### src/rtl/interval_timer.sv
module interval_timer #(
  parameter int W = 8
) (
  input  logic         clk,
  input  logic         rst_n,
  input  logic         cfg_we,
  input  logic         cfg_addr,
  input  logic [W-1:0] cfg_wdata,
  input  logic         tick,
  output logic         irq,
  output logic         sq_out
);
  localparam int CW = W + 1;

  logic [W-1:0]  hold_q;
  logic [CW-1:0] cnt_q;
  logic          mode_q;
  logic          run_q;

  wire [CW-1:0] reload = (hold_q == '0) ? {1'b1, {W{1'b0}}} : {1'b0, hold_q};
  wire          ctl_wr = cfg_we & cfg_addr;
  wire          hold_wr = cfg_we & ~cfg_addr;
  wire          at_one = (cnt_q == CW'(1));
  wire          hit = run_q & tick & at_one & ~ctl_wr;

  always_ff @(posedge clk) begin
    if (!rst_n) begin
      hold_q <= '0;
      cnt_q  <= '0;
      mode_q <= 1'b0;
      run_q  <= 1'b0;
      irq    <= 1'b0;
      sq_out <= 1'b0;
    end else begin
      irq <= hit;
      if (hold_wr) hold_q <= cfg_wdata;
      if (ctl_wr) begin
        mode_q <= cfg_wdata[0];
        run_q  <= cfg_wdata[1];
        if (cfg_wdata[1]) begin
          cnt_q  <= reload;
          sq_out <= 1'b0;
        end
      end else if (run_q && tick) begin
        if (at_one) begin
          if (mode_q) begin
            cnt_q  <= reload;
            sq_out <= ~sq_out;
          end else begin
            cnt_q <= '0;
            run_q <= 1'b0;
          end
        end else begin
          cnt_q <= cnt_q - CW'(1);
        end
      end
    end
  end
endmodule

### config.mk
export PLATFORM = sky130hd
export DESIGN_NAME = interval_timer
export DESIGN_NICKNAME = d
export VERILOG_FILES = /design/src/rtl/interval_timer.sv
export SDC_FILE = /design/constraint.sdc
export NUM_CORES = 1
export LEC_CHECK = 0
export BUFFER_PORTS_ARGS = -buffer_cell sky130_fd_sc_hd__buf_2
export CAP_MARGIN = 10
export CORE_MARGIN = 4
export CORE_UTILIZATION = 50
export DETAILED_ROUTE_END_ITERATION = 10
export GPL_ROUTABILITY_DRIVEN = 0
export PLACE_DENSITY = 0.8
export SLEW_MARGIN = 15
export SYNTH_ARGS = -nofsm -noshare
export SYNTH_HDL_FRONTEND = slang
export SYNTH_SLANG_ARGS = --single-unit
### constraint.sdc
create_clock -name clk -period 2.7 [get_ports clk]
set_clock_uncertainty 0.2 [all_clocks]
set_input_delay 0.405 -clock clk [delete_from_list [all_inputs] [get_ports clk]]
set_output_delay 0.405 -clock clk [all_outputs]
set_load 0.05 [all_outputs]
Word-level counts from Yosys, hierarchy flattened
Index checks and enable logic that the tools add are counted.
{"block": "op_classes", "eq_ne": 3, "n_mux": 15, "addsub": 1, "n_bitwise": 8, "reduce_logical": 8}
{"op": "2-to-1 mux 9 bit", "n": 6}
{"op": "equality test 9 x 1 -> 1 bit (second input constant)", "n": 1}
{"op": "2-to-1 mux 1 bit", "n": 9}
{"op": "subtractor 9 x 1 -> 9 bit (second input constant)", "n": 1}
{"op": "logical NOT 8 bit", "n": 1}
{"op": "nonzero test 2 bit", "n": 3}
{"op": "AND 1 bit", "n": 5}
{"op": "AND reduction 4 bit", "n": 1}
{"op": "inverter 1 bit", "n": 3}
{"op": "AND reduction 3 bit", "n": 1}
{"op": "!= test 2 x 1 -> 1 bit (second input constant)", "n": 1}
{"op": "!= test 2 bit (second input constant)", "n": 1}
{"op": "AND reduction 2 bit", "n": 1}
{"op": "logical AND 1 bit", "n": 1}
{"block": "totals", "regBits": 21, "output_inout_bits": 2, "elab_cells": 41, "in_bits": 13}

Longest topological paths before layout
Gate-level depths: netlist of the first run.
{"block": "depth", "depth_word": 6, "ltp_mapped": 7, "ltp_nobuf": 6}

Worst setup path before layout of the first run
Ideal clock, no wire load.
{"block": "synth_timing", "path_kind": "reg-to-reg", "from": "register cnt_q[0]", "to": "register cnt_q[8]", "required_time_ns": 2.441, "arrival_time_ns": 1.643, "setup_time_ns": 0.059, "path_slack_ns": 0.797, "path_stages_with_launch": 7, "period_less_slack_ns": 1.903, "path_cell_list": "dfxtp_1 -> inv_1 -> ha_1 -> or3b_1 -> or4_1 -> a21oi_1 -> o311a_1"}
{"block": "synth_between", "elab_chain_len": 4, "word_cells_on_any_way": 5}
{"element": "from (decl)", "line_no": "16", "text": "logic [CW-1:0] cnt_q;"}
{"element": "from (signal assigned)", "line_no": "41", "text": "cnt_q <= reload;"}
{"element": "from (signal assigned)", "line_no": "47", "text": "cnt_q <= reload;"}
{"element": "from (signal assigned)", "line_no": "54", "text": "cnt_q <= cnt_q - CW'(1);"}
{"element": "subtractor 9 x 1 -> 9 bit / equality test 9 x 1 -> 1 bit (equally long branches)", "line_no": "54, 23"}
{"element": "2-to-1 mux 9 bit *", "line_no": "45", "text": "if (at_one) begin"}
{"element": "2-to-1 mux 9 bit *", "line_no": "44", "text": "end else if (run_q && tick) begin"}
{"element": "2-to-1 mux 9 bit *", "line_no": "37", "text": "if (ctl_wr) begin"}
Mark *: on every way between the ends. The rest lies on a longest branch, timed or not. The select of a mux whose other input is x is not followed.
A chain may end at the register's enable or synchronous reset.

Final worst setup path of the first run
{"block": "layout_timing", "from": "register cnt_q[1]", "to": "register cnt_q[1]"}
Same word-level chain as after synthesis.

==> flow_summary.ini, run 1 <==
[run_status]
outcome = completed

[worst_setup_path]
critical_path_peak_fanout = 10
crit_arrival_ps = 2140
worstSetupPathType = flop to flop
start_kind = flop
reg2reg_slack_ps = 550
cp.required_ps = 2690
crit_slowest_cell = nor4b_2
critPathTopFamily = compound AO/OA/AOI/OAI gates
crit_chain = inv_1 -> ha_1 -> nor4b_2 -> a21oi_1 -> a221oi_1 -> a211oi_1
path_buf_inv = 1
endpoint_kind = flop
slowest_delay_ps = 420

[power]
irDropWorstVdd_mv = 0.295
power_leakage_nw = 0.466
p_total_mw = 0.632
power_density_mw_per_mm2 = 540

[clock_tree]
cts_num_sinks = 21
cts_setup_buffers = 0
clkTransAtPathRegs_ps = 120
cts_tree = yes
cts_buffer_depth = 2
clk_latency_ps = 310
cts_hold_buffers = 0
clockRootBuffer = clkbuf_4
htreeDepth = 1
post_cts.resized_instances = 0
cts-buffers-inserted = 3

[detailed_routing]
wl_mm = 2.44
dr.pass1.iters = 4
wl_per_cell_um = 14.8
drc_errors = 0
drt_iter0_markers = 29
viasPerCell = 6.15
dr_total_vias = 1015
postRouteAntennaNets = 0

[timing]
fmax_mhz = 464
worstMarginPinSlew_ps = 713
final-hold-violation-count = 0
finalSetupViolations = 0
fin_tns_setup_ps = 0
period_needed_ps = 2150
drv_slew = 0
rsz0062_at_grt = false
layout_setup_ws_ps = 547
fin_crit_sh_pct = 79.8
relSlewSlack_pct = 52.5

[final_layout]
drive_gt1_share_pct = 15.2
fin_util_pct = 59.1
final_common_cell = dfxtp_1
area_growth_pct = 12.1
post-route-cell-area_mm2 = 0.00117
final.fill_count = 170
fin_nets = 154
layout_common_cells = dfxtp_1, buf_2, a21oi_1
n_antenna_cell = 0

[synthesis]
synth_xor_area_share_pct = 0
synthTopCellsByArea = dfxtp_1, mux2i_1, a21oi_1
ys_seq_area_share_pct = 40.2
synthArstFlopShare_pct = 0
synth-seq-cells = 21
synth_edf_count = 0
yosys_warnings = 0
synth-simple-area-share_pct = 23.7
synth_top_cell_area_share_pct = 40.2
synth_fp_nets = 138
synthFlopType = dfxtp_1
syn_area_per_cell_um2 = 8.49
yosys-mux-area-fraction_pct = 7.66
yosysTopAreaCell = dfxtp_1
synth_top_family_by_area = simple AND/OR/NAND/NOR gates
synthCells = 123
synth_fa_ha_area_share_pct = 2.40
synth_compound_area_share_pct = 21.2
synthesis.area_mm2 = 0.00104
synth_cell_type_count = 36

[placed_design]
place_area_mm2 = 0.00114
hpwl_mm = 1.76
place_ws_ps = 570
numPortBuffers = 14

[floorplan]
rows = 16
start_util_pct = 52.7
die_x_um = 53.7
die_h_um = 53.7
core_area_mm2 = 0.00198
die-area_mm2 = 0.00288
ioPinCount = 15

[global_routing]
grt_pass1_vias = 928
gr-usage-all-layers_pct = 20.5
grt_max_degree = 18
grt.overflow.total = 0
grt_pass1_wl_mm = 4.27
antenna_found_initial = 0

[job]
maxCapViolCount = 0

[hold_path]
hold_path.class = input port to flop
==> synthesized netlist by cell type (2+ instances only) <==
cell,number
dfxtp_1,21
a21oi_1,11
nand2_1,10
nor2_1,10
mux2i_1,8
inv_1,7
clkbuf_1,4
nand3_1,4
nor4_1,4
nand2b_1,3
nand3b_1,3
nor3_1,3
o22ai_1,3
or4_1,3
a211oi_1,2
a221oi_1,2
a22oi_1,2
a31oi_1,2
a32oi_1,2
ha_1,2
o21ai_0,2
==> per-stage QoR <==
stage          hold slack [ps]  std cells
2_1_floorplan              263        123
3_3_place_gp               279        161
3_5_place_dp               289        161
4_1_cts                    129        165
5_1_grt                    110        165
6_report                   127        165
==> final timing paths <==
path	to	depth (start not counted)	start
setup reg to reg	cnt_q[1]	6	cnt_q[1]
hold / removal	hold_q[6]	3	cfg_wdata[6]
hold reg to reg	sq_out	2	sq_out
setup / recovery	cnt_q[1]	6	cnt_q[1]
==> cell type report <==
| class | instances | area, um2 | area share, % |
|---|---|---|---|
| Inverter | 8 | 30.0 | 2.56 |
| Multi-Input combinational cell | 89 | 574 | 49.0 |
| Clock inverter | 1 | 5.00 | 0.427 |
| Timing Repair Buffer | 16 | 85.1 | 7.26 |
| Clock buffer | 3 | 22.5 | 1.92 |
| Tap cell | 27 | 33.8 | 2.88 |
| Sequential cell | 21 | 420 | 35.9 |
==> state kept, by name, indices dropped and copies added (netlist names) <==
name    count
sq_out      1
irq         1
mode_q      1
cnt_q       9
run_q       1
hold_q      8
==> layer usage <==
metal  up-vias  part of all wire (%)  GRT usage (%)
met5         -                     0              0
met4         0                  0.74           8.09
met3         4                   6.9           3.88
met2        49                    47           32.1
met1       474                    46           27.6
li1        488                     -              -
==> kinds of logic (layout without fill, tap and decap cells) <==
logic type,count (synthesis),count (layout)
AO/OA/AOI/OAI,33,33
multiplexers,8,8
adder cells (fa/ha/maj),2,2
buffers and inverters,13,28
AND/OR/NAND/NOR,46,46
flip-flops,21,21
==> report_power, final <==
part | leakage (nW) | switching (mW) | internal (mW)
Sequential | 0.171 | 0.0167 | 0.325
Combinational | 0.277 | 0.0735 | 0.0596
Clock | 0.0177 | 0.101 | 0.0553
Total | 0.466 | 0.192 | 0.440
==> tightest hold or removal path: stages <==
cell and delay [ps]:
buf_2 70, mux2i_1 60, nor2_1 70
No activity file was read; power rests on OpenSTA's default activity.
==> inputs of run 2 (changes only) <==
- CORE_UTILIZATION: 50 -> 49
- PLACE_DENSITY: 0.8 -> 0.82
- clock period: 2.7 -> 1.75 ns (I/O delays scaled with it)
==> run 2 against run 1 <==
Effect of this change: the flow now finishes with violations (hold timing, setup timing); power grew 80%; register-to-register slack got worse by 720 ps; global-route usage increased by 1.8 points; largest cell class unchanged; sequential power up 56%; routed wire length increased by 32%; clock-buffer cell count up 1; non-clock buffer count is 32 higher; highest routed layer unchanged; utilization grew 20 points; clock power grew 52%.
==> flow_summary.ini, run 2 (synthesis results as in run 1) <==
[run_status]
outcome = finished with violations
violations = hold timing, setup timing

[timing]
layout_setup_ws_ps = -174
relSlewSlack_pct = 67.6
fin_tns_setup_ps = -830
finalSetupViolations = 8
fin_hold_ws_ps = -6.61
worstMarginPinSlew_ps = 486
period_needed_ps = 1920
fmax_mhz = 520
final-hold-violation-count = 2
rsz0062_at_grt = true
drv_slew = 0
fin_crit_sh_pct = 110

[clock_tree]
htreeDepth = 1
clkTransAtPathRegs_ps = 110
cts_num_sinks = 21
clk_latency_ps = 310
cts_buffer_depth = 2
clockRootBuffer = clkbuf_4
cts_tree = yes
cts-buffers-inserted = 3

[final_layout]
area_growth_pct = 50.9
largest-register = cnt_q
n_antenna_cell = 0
fin_nets = 187
layout_common_cells = buf_4, dfxtp_1, buf_2
largest_reg_flops = 9
drive_gt1_share_pct = 42.7
final.fill_count = 129
seqCellArea_um2 = 428
fin_cells = 198
top_regs = cnt_q: 9 flops, hold_q: 8 flops
final_common_cell = buf_4
multi_input_area_um2 = 718

[detailed_routing]
wl_per_cell_um = 16.3
drt_iter0_markers = 88
postRouteAntennaNets = 0
wl_mm = 3.22
viasPerCell = 5.86
dr_total_vias = 1161
drc_errors = 0
dr.pass1.iters = 4

[power]
pwr-share-comb_pct = 32.2
p_total_mw = 1.14
p_sw_share_pct = 31.0
power_leakage_nw = 0.644
seqPwrFrac_pct = 46.8
clock_power_share_pct = 21.0
switchingPower_mw = 0.353
irDropWorstVdd_mv = 0.616
power.internal_mw = 0.785
power_density_mw_per_mm2 = 721

[worst_setup_path]
cp.required_ps = 1810
r2r_cells = 6
crit_arrival_ps = 1990
start_kind = flop
r2r_end = cnt_q[8]
critical_path_peak_fanout = 4
r2r-start = cnt_q[0]
worstSetupPathType = flop to flop
reg2reg_slack_ps = -170
endpoint_kind = flop

[placed_design]
placed_cells = 181
numPortBuffers = 14
hpwl_mm = 2.02

[hold_path]
holdPathEnd = hold_q[4]
min_from = cfg_wdata[4]
hold_depth = 3
hold_path.class = input port to flop

[global_routing]
grt_pass1_vias = 1052
grt.overflow.total = 0
antenna_found_initial = 0
grt_max_degree = 14
grt_pass1_wl_mm = 4.78
gr-usage-all-layers_pct = 22.3

[floorplan]
start_util_pct = 52.2
core_area_mm2 = 0.00200
die-area_mm2 = 0.00293
rows = 16
ioPinCount = 15
die_h_um = 54.2
die_x_um = 54.2

[job]
maxCapViolCount = 0
[run 2: cell types whose count changed in the layout (fill, tap and decap cells not counted), sizes merged]
| cell | change |
|---|---|
| dlygate4sd3 | +4 |
| clkbuf | +1 |
| buf | +28 |
| clkinv | -1 |
| a31o | +1 |
[run 2: metal layers]
metal	routed length (um)	up-vias	global-route usage, %
li1	-	557	-
met1	1470	549	28.5
met2	1490	48	37.6
met3	200	7	3.60
met4	55	0	7.47
met5	0	-	0
[run 2: cell type report]
cell class / instances / area share (%)
Multi-Input combinational cell: 90 / 45.6
Clock buffer: 4 / 1.67
Tap cell: 27 / 2.14
Timing Repair Buffer: 48 / 21.3
Sequential cell: 21 / 27.1
Inverter: 8 / 2.22
[run 2: stage by stage]
stage | util, % | worst slack [ps] | hold WS (ps) | instance area (um2)
6_report | 78.8 | -174 | -6.61 | 1580
3_3_place_gp | 65.9 | -115 | 280 | 1320
2_1_floorplan | - | -75.5 | 194 | 1070
5_1_grt | 78.8 | -234 | 19.0 | 1580
4_1_cts | 71.4 | -128 | 4.34 | 1430
3_5_place_dp | 65.9 | -188 | 296 | 1320
[run 2: critical path: stages (launching register included)]
cell	delay [ps]
dfxtp_4	380
inv_4	60
ha_4	130
or3b_4	400
or4_4	420
a21oi_2	140
o311a_1	150
[run 2: how the worst max path moves through the flow]
stage                to  slack (ps)      from
2_1_floorplan  cnt_q[8]         -80  cnt_q[0]
3_3_place_gp   cnt_q[0]        -120  cnt_q[4]
3_5_place_dp   cnt_q[2]        -190  cnt_q[1]
4_1_cts        cnt_q[8]        -130  cnt_q[0]
5_1_grt        cnt_q[8]        -230  cnt_q[5]
6_report       cnt_q[8]        -170  cnt_q[0]
[run 2: timing repair]
| action | in CTS | in global routing |
|---|---|---|
| endpoints found under the hold margin | 4 | 0 |
| buffers inserted | 4 | 4 |
| setup endpoints to repair | 10 | 11 |
| gates resized for setup | 6 | 21 |
| pin swaps | 1 | 4 |
| cloned | 0 | 1 |
| hold buffers | 4 | 0 |
[run 2: power by group through the flow]
| stage | Combinational (mW) | Clock, mW | Sequential, mW |
|---|---|---|---|
| 2_1_floorplan | 0.159 | 0 | 0.533 |
| 3_3_place_gp | 0.257 | 0 | 0.535 |
| 3_5_place_dp | 0.268 | 0 | 0.536 |
| 4_1_cts | 0.291 | 0.236 | 0.527 |
| 5_1_grt | 0.395 | 0.255 | 0.535 |
| 6_report | 0.366 | 0.239 | 0.533 |
==> inputs of run 3 (changes only) <==
- RECOVER_POWER: default -> 25
==> run 3 against run 2 <==
Effect of this change: the run still ends with hold timing, setup timing left; register-to-register slack about the same; clock-buffer cell count unchanged; sequential power about the same; routed wire length down 0.78%; non-clock buffer count unchanged; first-iteration DRC count down 17%; critical path type unchanged; critical endpoint unchanged.
==> flow_summary.ini, run 3 (synthesis results as in run 1) <==
[run_status]
outcome = finished with violations
violations = hold timing, setup timing

[worst_setup_path]
r2r_end = cnt_q[8]
worstSetupPathType = flop to flop
critical_path_peak_fanout = 4
path_buf_inv = 1
reg2reg_slack_ps = -170
crit_end = cnt_q[8]
r2r_cells = 6
crit_slowest_cell = or4_4
crit_arrival_ps = 1990
cp-startpoint = cnt_q[0]
crit_chain = inv_4 -> ha_4 -> or3b_4 -> or4_4 -> a21oi_2 -> o311a_1
cp.depth = 6
cp.required_ps = 1810
r2r-start = cnt_q[0]
endpoint_kind = flop
critPathTopFamily = simple AND/OR/NAND/NOR gates
slowest_delay_ps = 420
start_kind = flop

[floorplan]
die_x_um = 54.2
core_area_mm2 = 0.00200
die_h_um = 54.2
die-area_mm2 = 0.00293
start_util_pct = 52.2
ioPinCount = 15
rows = 16

[global_routing]
grt.overflow.total = 0
gr-usage-all-layers_pct = 22.3
grt_pass1_vias = 1052
grt_max_degree = 14
grt_pass1_wl_mm = 4.78
antenna_found_initial = 0

[final_layout]
largest_reg_flops = 9
final.fill_count = 130
fin_util_pct = 78.4
n_antenna_cell = 0
top_regs = cnt_q: 9 flops, hold_q: 8 flops
final_common_cell = buf_4
area_growth_pct = 50.2
fin_nets = 187
post-route-cell-area_mm2 = 0.00157
layout_common_cells = buf_4, dfxtp_1, buf_2
largest-register = cnt_q
drive_gt1_share_pct = 41.5

[clock_tree]
cts-buffers-inserted = 3
cts_num_sinks = 21
clkTransAtPathRegs_ps = 120
cts_tree = yes
clockRootBuffer = clkbuf_4
clk_latency_ps = 310
cts_buffer_depth = 2
htreeDepth = 1

[power]
clock_power_share_pct = 21.1
p_sw_share_pct = 31.0
switchingPower_mw = 0.352
power.internal_mw = 0.783
power_density_mw_per_mm2 = 724
pwr-share-comb_pct = 32.0
irDropWorstVdd_mv = 0.618
power_leakage_nw = 0.636
seqPwrFrac_pct = 46.9

[detailed_routing]
wl_mm = 3.19
dr.pass1.iters = 4
viasPerCell = 5.94
drt_iter0_markers = 73
wl_per_cell_um = 16.1
postRouteAntennaNets = 0
dr_total_vias = 1177
drc_errors = 0

[hold_path]
hold_path.class = input port to flop
hold_depth = 3

[timing]
final-hold-violation-count = 2
relSlewSlack_pct = 63.8
fmax_mhz = 520
finalSetupViolations = 8
rsz0062_at_grt = true
fin_hold_ws_ps = -7.54
period_needed_ps = 1920
fin_crit_sh_pct = 110
worstMarginPinSlew_ps = 544
drv_slew = 0
layout_setup_ws_ps = -175

[placed_design]
place_ws_ps = -188
numPortBuffers = 14
hpwl_mm = 2.02
place_area_mm2 = 0.00132

[job]
maxCapViolCount = 0
[run 3: worst reg2reg max path: stages, from the launching register on]
cell and delay [ps]:
dfxtp_4 380, inv_4 60, ha_4 130, or3b_4 400
or4_4 420, a21oi_2 140, o311a_1 150
[run 3: final cells by class]
| cell class | count | area (um2) | area share [%] |
|---|---|---|---|
| tap | 27 | 33.8 | 2.15 |
| clock buffer | 4 | 26.3 | 1.67 |
| timing repair buffer | 48 | 328 | 20.9 |
| multi-input combinational | 90 | 718 | 45.8 |
| inverter | 8 | 35.0 | 2.23 |
| sequential | 21 | 428 | 27.3 |
[run 3: repair_timing]
item	in CTS	in global routing
endpoints found under the hold margin	4	0
gates cloned	0	1
gates resized for setup	6	21
hold buffers	4	0
pin swaps	1	4
buffers inserted	4	4
setup endpoints to repair	10	11
[run 3: worst min path at each step]
stage,from,end,slack (ps)
after CTS,cfg_wdata[7],hold_q[7],4
after detailed placement,sq_out,sq_out,300
final,cfg_wdata[4],hold_q[4],-8
after floorplan,rst_n,cnt_q[8],190
after global routing,cfg_wdata[0],mode_q,20
after global placement,run_q,run_q,280
[run 3: metrics by stage]
step / setup TNS, ps / total power, mW / std cells
floorplan: -94.1 / 0.692 / 123
global placement: -585 / 0.792 / 181
detailed placement: -872 / 0.804 / 181
CTS: -405 / 1.05 / 193
global route: -1510 / 1.18 / 198
finish: -814 / 1.14 / 198
[run 3: power by group through the flow]
stage	Clock (mW)	Sequential (mW)	Combinational, mW
global placement	0	0.535	0.257
finish	0.240	0.532	0.363
floorplan	0	0.533	0.159
detailed placement	0	0.536	0.268
CTS	0.236	0.527	0.291
global route	0.255	0.535	0.393
[run 3: layer usage]
layer	wire length, um	GRT usage (%)	part of all wire [%]	up-vias
met5	0	0	0	-
met4	70	7.47	2.2	0
met3	272	3.60	8.5	9
met2	1460	37.6	46	68
met1	1390	28.5	43	541
li1	-	-	-	559
